## src/rtl/ptp_ts_pkg.sv

```systemverilog
package ptp_ts_pkg;
  typedef enum logic [1:0] {
    MODE_OFF    = 2'd0,
    MODE_V1_UDP = 2'd1,
    MODE_V2_ANY = 2'd2,
    MODE_V2_EVT = 2'd3
  } ts_mode_e;

  localparam int CTL_EN_BIT    = 31;
  localparam int CTL_PORT_LSB  = 26;
  localparam int CTL_MODE_LSB  = 24;
  localparam int CTL_MATCH_LSB = 16;

  localparam logic [15:0] PORT_EVENT   = 16'd319;
  localparam logic [15:0] PORT_GENERAL = 16'd320;
  localparam logic [3:0]  MATCH_ANY    = 4'hF;

  typedef struct packed {
    logic       en;
    logic [1:0] port_en;
    ts_mode_e   mode;
    logic [3:0] match;
  } ts_ctl_t;

  function automatic ts_ctl_t ctl_decode(input logic [31:0] w);
    ts_ctl_t c;
    c.en      = w[CTL_EN_BIT];
    c.port_en = w[CTL_PORT_LSB+:2];
    c.mode    = ts_mode_e'(w[CTL_MODE_LSB+:2]);
    c.match   = w[CTL_MATCH_LSB+:4];
    return c;
  endfunction
endpackage

```

## src/rtl/ptp_ts_qualify.sv

```systemverilog
module ptp_ts_qualify
  import ptp_ts_pkg::*;
(
  input  ts_ctl_t     ctl_i,
  input  logic        frm_vld_i,
  input  logic        frm_l2_i,
  input  logic        frm_udp_i,
  input  logic [15:0] frm_dport_i,
  input  logic [3:0]  frm_ver_i,
  input  logic [3:0]  frm_type_i,
  output logic        hit_o
);
  logic port_ok, xport_ok, type_ok, raw;

  assign port_ok  = frm_udp_i &
                    ((frm_dport_i == PORT_EVENT   & ctl_i.port_en[0]) |
                     (frm_dport_i == PORT_GENERAL & ctl_i.port_en[1]));
  // udp flag decides transport; raw-ethernet frames need the l2 flag
  assign xport_ok = frm_udp_i ? port_ok : frm_l2_i;
  assign type_ok  = (ctl_i.match == MATCH_ANY) | (frm_type_i == ctl_i.match);

  always_comb begin
    unique case (ctl_i.mode)
      MODE_V1_UDP: raw = (frm_ver_i == 4'd1) & frm_udp_i & port_ok;
      MODE_V2_ANY: raw = (frm_ver_i == 4'd2) & xport_ok & type_ok;
      MODE_V2_EVT: raw = (frm_ver_i == 4'd2) & xport_ok & ~frm_type_i[3];
      default:     raw = 1'b0;
    endcase
  end

  assign hit_o = frm_vld_i & ctl_i.en & raw;
endmodule

```

## src/rtl/ptp_ts_slot_pool.sv

```systemverilog
module ptp_ts_slot_pool #(
  parameter int NUM_SLOTS = 4,
  parameter int TS_W      = 64,
  parameter int OVF_W     = 8
) (
  input  logic                           clk_i,
  input  logic                           rst_ni,
  input  logic                           hit_i,
  input  logic [TS_W-1:0]                time_i,
  input  logic [NUM_SLOTS-1:0]           rel_mask_i,
  output logic [NUM_SLOTS-1:0]           slot_vld_o,
  output logic [NUM_SLOTS-1:0][TS_W-1:0] slot_ts_o,
  output logic [NUM_SLOTS-1:0]           cap_mask_o,
  output logic [OVF_W-1:0]               ovf_cnt_o
);
  logic [NUM_SLOTS-1:0] free, pick;
  logic                 drop;

  // a slot being released this cycle counts as free
  assign free = ~slot_vld_o | rel_mask_i;

  always_comb begin
    pick = '0;
    for (int k = NUM_SLOTS - 1; k >= 0; k--) begin
      if (free[k]) pick = NUM_SLOTS'(1) << k;
    end
  end

  assign cap_mask_o = hit_i ? pick : '0;
  assign drop       = hit_i & ~|free;

  for (genvar k = 0; k < NUM_SLOTS; k++) begin : g_slot
    always_ff @(posedge clk_i or negedge rst_ni) begin
      if (!rst_ni) begin
        slot_vld_o[k] <= 1'b0;
        slot_ts_o[k]  <= '0;
      end else if (cap_mask_o[k]) begin
        slot_vld_o[k] <= 1'b1;
        slot_ts_o[k]  <= time_i;
      end else if (rel_mask_i[k]) begin
        slot_vld_o[k] <= 1'b0;
      end
    end
  end

  always_ff @(posedge clk_i or negedge rst_ni) begin
    if (!rst_ni)                      ovf_cnt_o <= '0;
    else if (drop && ~&ovf_cnt_o)     ovf_cnt_o <= ovf_cnt_o + 1'b1;
  end
endmodule

```

## src/rtl/ptp_ts_regs.sv

```systemverilog
module ptp_ts_regs #(
  parameter int NUM_SLOTS = 4,
  parameter int DW        = 32,
  parameter int OVF_W     = 8,
  localparam int TS_W     = 2 * DW,
  localparam int AW       = $clog2(2 + 2 * NUM_SLOTS)
) (
  input  logic                           clk_i,
  input  logic                           rst_ni,
  input  logic                           reg_wr_i,
  input  logic                           reg_rd_i,
  input  logic [AW-1:0]                  reg_addr_i,
  input  logic [DW-1:0]                  reg_wdata_i,
  output logic [DW-1:0]                  reg_rdata_o,
  input  logic [NUM_SLOTS-1:0][TS_W-1:0] slot_ts_i,
  input  logic [OVF_W-1:0]               ovf_cnt_i,
  output logic [DW-1:0]                  ctl_o,
  output logic [NUM_SLOTS-1:0]           rel_mask_o
);
  logic [DW-1:0] rd_mux;

  always_ff @(posedge clk_i or negedge rst_ni) begin
    if (!rst_ni)                              ctl_o <= '0;
    else if (reg_wr_i && reg_addr_i == '0)    ctl_o <= reg_wdata_i;
  end

  for (genvar k = 0; k < NUM_SLOTS; k++) begin : g_rel
    assign rel_mask_o[k] = reg_rd_i & (reg_addr_i == AW'(2 * k + 3));
  end

  always_comb begin
    rd_mux = '0;
    if (reg_addr_i == AW'(0)) rd_mux = ctl_o;
    if (reg_addr_i == AW'(1)) rd_mux = DW'(ovf_cnt_i);
    for (int k = 0; k < NUM_SLOTS; k++) begin
      if (reg_addr_i == AW'(2 * k + 2)) rd_mux = slot_ts_i[k][DW-1:0];
      if (reg_addr_i == AW'(2 * k + 3)) rd_mux = slot_ts_i[k][TS_W-1:DW];
    end
  end

  always_ff @(posedge clk_i or negedge rst_ni) begin
    if (!rst_ni)       reg_rdata_o <= '0;
    else if (reg_rd_i) reg_rdata_o <= rd_mux;
  end
endmodule

```

## src/rtl/ptp_rx_ts_filter.sv

```systemverilog
module ptp_rx_ts_filter
  import ptp_ts_pkg::*;
#(
  parameter int NUM_SLOTS = 4,
  parameter int DW        = 32,
  parameter int OVF_W     = 8,
  localparam int TS_W     = 2 * DW,
  localparam int AW       = $clog2(2 + 2 * NUM_SLOTS)
) (
  input  logic                 clk_i,
  input  logic                 rst_ni,
  input  logic                 frm_vld_i,
  input  logic                 frm_l2_i,
  input  logic                 frm_udp_i,
  input  logic [15:0]          frm_dport_i,
  input  logic [3:0]           frm_ver_i,
  input  logic [3:0]           frm_type_i,
  input  logic [TS_W-1:0]      time_i,
  input  logic                 reg_wr_i,
  input  logic                 reg_rd_i,
  input  logic [AW-1:0]        reg_addr_i,
  input  logic [DW-1:0]        reg_wdata_i,
  output logic [DW-1:0]        reg_rdata_o,
  output logic [NUM_SLOTS-1:0] slot_vld_o
);
  logic [DW-1:0]                  ctl_word;
  ts_ctl_t                        ctl;
  logic                           hit;
  logic [NUM_SLOTS-1:0]           rel_mask, cap_mask;
  logic [NUM_SLOTS-1:0][TS_W-1:0] slot_ts;
  logic [OVF_W-1:0]               ovf_cnt;

  assign ctl = ctl_decode(ctl_word);

  ptp_ts_qualify u_qual (
    .ctl_i       (ctl),
    .frm_vld_i   (frm_vld_i),
    .frm_l2_i    (frm_l2_i),
    .frm_udp_i   (frm_udp_i),
    .frm_dport_i (frm_dport_i),
    .frm_ver_i   (frm_ver_i),
    .frm_type_i  (frm_type_i),
    .hit_o       (hit)
  );

  ptp_ts_slot_pool #(.NUM_SLOTS(NUM_SLOTS), .TS_W(TS_W), .OVF_W(OVF_W)) u_pool (
    .clk_i      (clk_i),
    .rst_ni     (rst_ni),
    .hit_i      (hit),
    .time_i     (time_i),
    .rel_mask_i (rel_mask),
    .slot_vld_o (slot_vld_o),
    .slot_ts_o  (slot_ts),
    .cap_mask_o (cap_mask),
    .ovf_cnt_o  (ovf_cnt)
  );

  ptp_ts_regs #(.NUM_SLOTS(NUM_SLOTS), .DW(DW), .OVF_W(OVF_W)) u_regs (
    .clk_i       (clk_i),
    .rst_ni      (rst_ni),
    .reg_wr_i    (reg_wr_i),
    .reg_rd_i    (reg_rd_i),
    .reg_addr_i  (reg_addr_i),
    .reg_wdata_i (reg_wdata_i),
    .reg_rdata_o (reg_rdata_o),
    .slot_ts_i   (slot_ts),
    .ovf_cnt_i   (ovf_cnt),
    .ctl_o       (ctl_word),
    .rel_mask_o  (rel_mask)
  );
endmodule

```

## config.mk

```make
export PLATFORM = sky130hd
export DESIGN_NAME = ptp_rx_ts_filter
export DESIGN_NICKNAME = d
export VERILOG_FILES = /design/src/rtl/ptp_ts_pkg.sv /design/src/rtl/ptp_ts_qualify.sv /design/src/rtl/ptp_ts_slot_pool.sv /design/src/rtl/ptp_ts_regs.sv /design/src/rtl/ptp_rx_ts_filter.sv
export SDC_FILE = /design/constraint.sdc
export NUM_CORES = 1
export LEC_CHECK = 0
export BUFFER_PORTS_ARGS = -buffer_cell sky130_fd_sc_hd__buf_2
export CAP_MARGIN = 20
export CORE_AREA = 3 3 135 235
export DETAILED_ROUTE_END_ITERATION = 12
export DIE_AREA = 0 0 138 238
export PLACE_DENSITY = 0.76
export SYNTH_ARGS = -nofsm -noshare
export SYNTH_HDL_FRONTEND = slang
export SYNTH_SLANG_ARGS = --single-unit
export TNS_END_PERCENT = 1
```

## constraint.sdc

```tcl
create_clock -name clk_i -period 3.11 [get_ports clk_i]
set_clock_uncertainty 0.2 [all_clocks]
set_input_delay 0.311 -clock clk_i [delete_from_list [all_inputs] [get_ports clk_i]]
set_output_delay 0.311 -clock clk_i [all_outputs]
set_load 0.005 [all_outputs]
```

==> impl_results.md <==
- Max FO, Critical Path: 56
- Placement Rows: 84
- Worst-path clk slew: 0.07 ns
- Vias: 11480
- WS Path Type: reg -> reg
- Worst setup margin: 0.1944 ns
- DR iter-0 viols: 754
- Post-synth EDFFs: 0
- GRT overflow: 0
- Setup violators final: 0
- Max-slew violations: 0
- Largest stage delay, worst path: 0.50 ns
- Number of global-route vias before repair: 12150
- Measured slew at the worst slew-check pin: 0.9006 ns
- Initial antenna violation count: 0
- Synth Flop Type: dfrtp_1
- Die Wd: 138 um
- CTS tree: built
- Cell count after synthesis: 1256
- TritonCTS Buffers: 29
- CP cell instances: nand4_1 -> or4b_1 -> a21oi_1 -> o211ai_1 -> nor3b_2 -> buf_12 -> mux2_2
- Initial DRT Pass Iterations: 5
- FMAX: 343.0 MHz
- Post-CTS sizing: 0
- Clock Latency Late Sink: 0.56 ns
- RSZ-0062 raised after global routing: false
- Die ar.: 32840 sq um
- CP max-delay cell: or4b_1
- Required time of the critical path: 3.36 ns
- Largest net degree at the start of global routing: 88
- Leak: 9.063 nW
- Final design utilization: 0.6181
- Total Nets Final: 1652
- CP Launch Type: register
- CP endpoint kind: register
- IO Port Bufs: 166
- Crit-path leading delay family: simple AND/OR/NAND/NOR gates
- Post-Syn Nets: 1388
- Worst-case vdd ir drop: 445.1 uV
- Cell taking the most area after synthesis: dfrtp_1
- Post-Syn Area: 15250 sq um
- Synth cell types: 52
- CTS H-tree lvls: 1
- Setup_tns: 0 ns
- Share of layout cells above drive strength 1: 0.3104
- CTS Sinks: 332
- WP data arrival: 3.16 ns
- Period utilization: 0.9375
- Status: finished, final reports clean
- Io pins: 167
- Yosys top cell area share: 0.5447
- Bufs and invs on worst path: 1
- Syn avg cell area: 12.14 sq um
- Final Critical Period: 2.916 ns
- Max_slew headroom: 0.3974
- Pwr dens: 487.0 nW/um^2
- Core Area: 30060 sq um
- Routed WL per cell: 21.87 um
- Drc violations: 0
- CTS max path bufs: 3
- Synthesis-to-finish area growth: 21.81%
- Final WL: 42150 um
- Flop and latch count out of synthesis: 332
- Initial Util: 0.5075
- Top cells by area, synth: dfrtp_1 (54%), mux2_2 (14%), mux2_1 (7.2%)
- Sequential area share after synthesis: 0.5447
- Gr usage total: 0.2534
- Top-count cell post-synth: dfrtp_1
- Routed vias/inst: 5.957
- Class of the worst hold path: in -> async
- Pre-CTS WS: 0.1673 ns
- Yosys warns: 0
- Post-synth top cells: dfrtp_1 (332), mux2_2 (196), a21oi_1 (110)
- RD Place Congestion: 0.8891
- Max-capacitance violation count: 0
- Final ANT Viol Nets: 0
- First-pass GRT wire length: 66650 um
- Number of diodes: 0
- Endpoints failing hold: 0
- Die Y: 238 um
- Ys async rst share: 1.000
- Detail Placement HPWL: 27480 um
- Clock root cell: clkbuf_16
## what timing repair did
action,4_1_cts,5_1_grt
endpoints found under the hold margin,372,0
hold buffers,98,0
setup buffers,0,0
## final cells by class
| type | instances | area (sq um) |
|---|---|---|
| inverters | 14 | 52.55 |
| clock buffers | 40 | 837.1 |
| repair buffers | 320 | 2360 |
| fillers | 2406 | 11480 |
| multi-input cells | 823 | 6452 |
| flip-flops and latches | 332 | 8308 |
| well taps | 387 | 484.2 |
| clock inverters | 11 | 86.33 |
## per-stage QoR
step	hold WS (ns)	total power [W]	std cells	area [sq um]
final	0.1095	0.009049	1927	18580
after global routing	0.1348	0.009364	1927	18580
after CTS	0.1031	0.009121	1927	18580
after detailed placement	0.1524	0.005476	1778	16680
after global placement	0.1526	0.005450	1778	16680
after floorplan	-0.1846	0.004988	1256	15250
## routing by layer
metal / wire (um) / global-route usage
met1: 16190 / 0.3020
met2: 21950 / 0.4567
met3: 1936 / 0.02527
met4: 2069 / 0.1262
met5: 0 / 0
## layout by cell type, fill, tap and decap left out, types with 14 or more instances in the layout
cell / Yosys / layout
dfrtp_1: 332 / 332
mux2_2: 196 / 196
buf_2: 8 / 163
a21oi_1: 110 / 110
mux2_1: 98 / 98
dlygate4sd3_1: 0 / 98
o21ai_0: 93 / 93
nand2_1: 70 / 70
buf_4: 20 / 49
nor2_1: 39 / 38
mux2i_1: 34 / 34
clkbuf_16: 0 / 29
o22ai_1: 25 / 25
or3_1: 21 / 21
o221ai_1: 18 / 18
inv_1: 14 / 14
## cell families after synthesis
kind of cell | synth area share
DFF | 0.5447
xor gates and xnor gates | 0.006316
buffers and inverters | 0.03486
adders and majority gates | 0.0008201
AOI/OAI and AO/OA | 0.1124
and+or+nand+nor | 0.06160
muxes | 0.2394
## path summary, 6_finish.rpt
path                                     endpoint                  start  slack (ns)  cells past startpoint
setup / recovery            u_pool.slot_ts_o[145]       u_regs.ctl_o[26]        0.19                      7
hold / removal             u_regs.reg_rdata_o[10]                 rst_ni        0.11                      2
setup reg to reg            u_pool.slot_ts_o[145]       u_regs.ctl_o[26]        0.19                      7
hold reg to reg             u_pool.slot_ts_o[245]  u_pool.slot_ts_o[245]        0.28                      1
max in group asynchronous    u_pool.slot_ts_o[34]                 rst_ni        1.62                      3
min in group clk_i           u_pool.slot_vld_o[0]          reg_addr_i[3]        0.13                      5
## report_power, final
group | switching [W] | internal (W)
logic | 0.000494 | 0.000410
registers | 0.000115 | 0.00447
clock network | 0.00160 | 0.00196
## sequential cells by signal, indices dropped and copies added, names as in the netlist
name,cells
u_regs.ctl_o,32
u_pool.slot_ts_o,256
u_regs.reg_rdata_o,32
u_pool.ovf_cnt_o,8
u_pool.slot_vld_o,4
(Power assumes the default switching activity.)
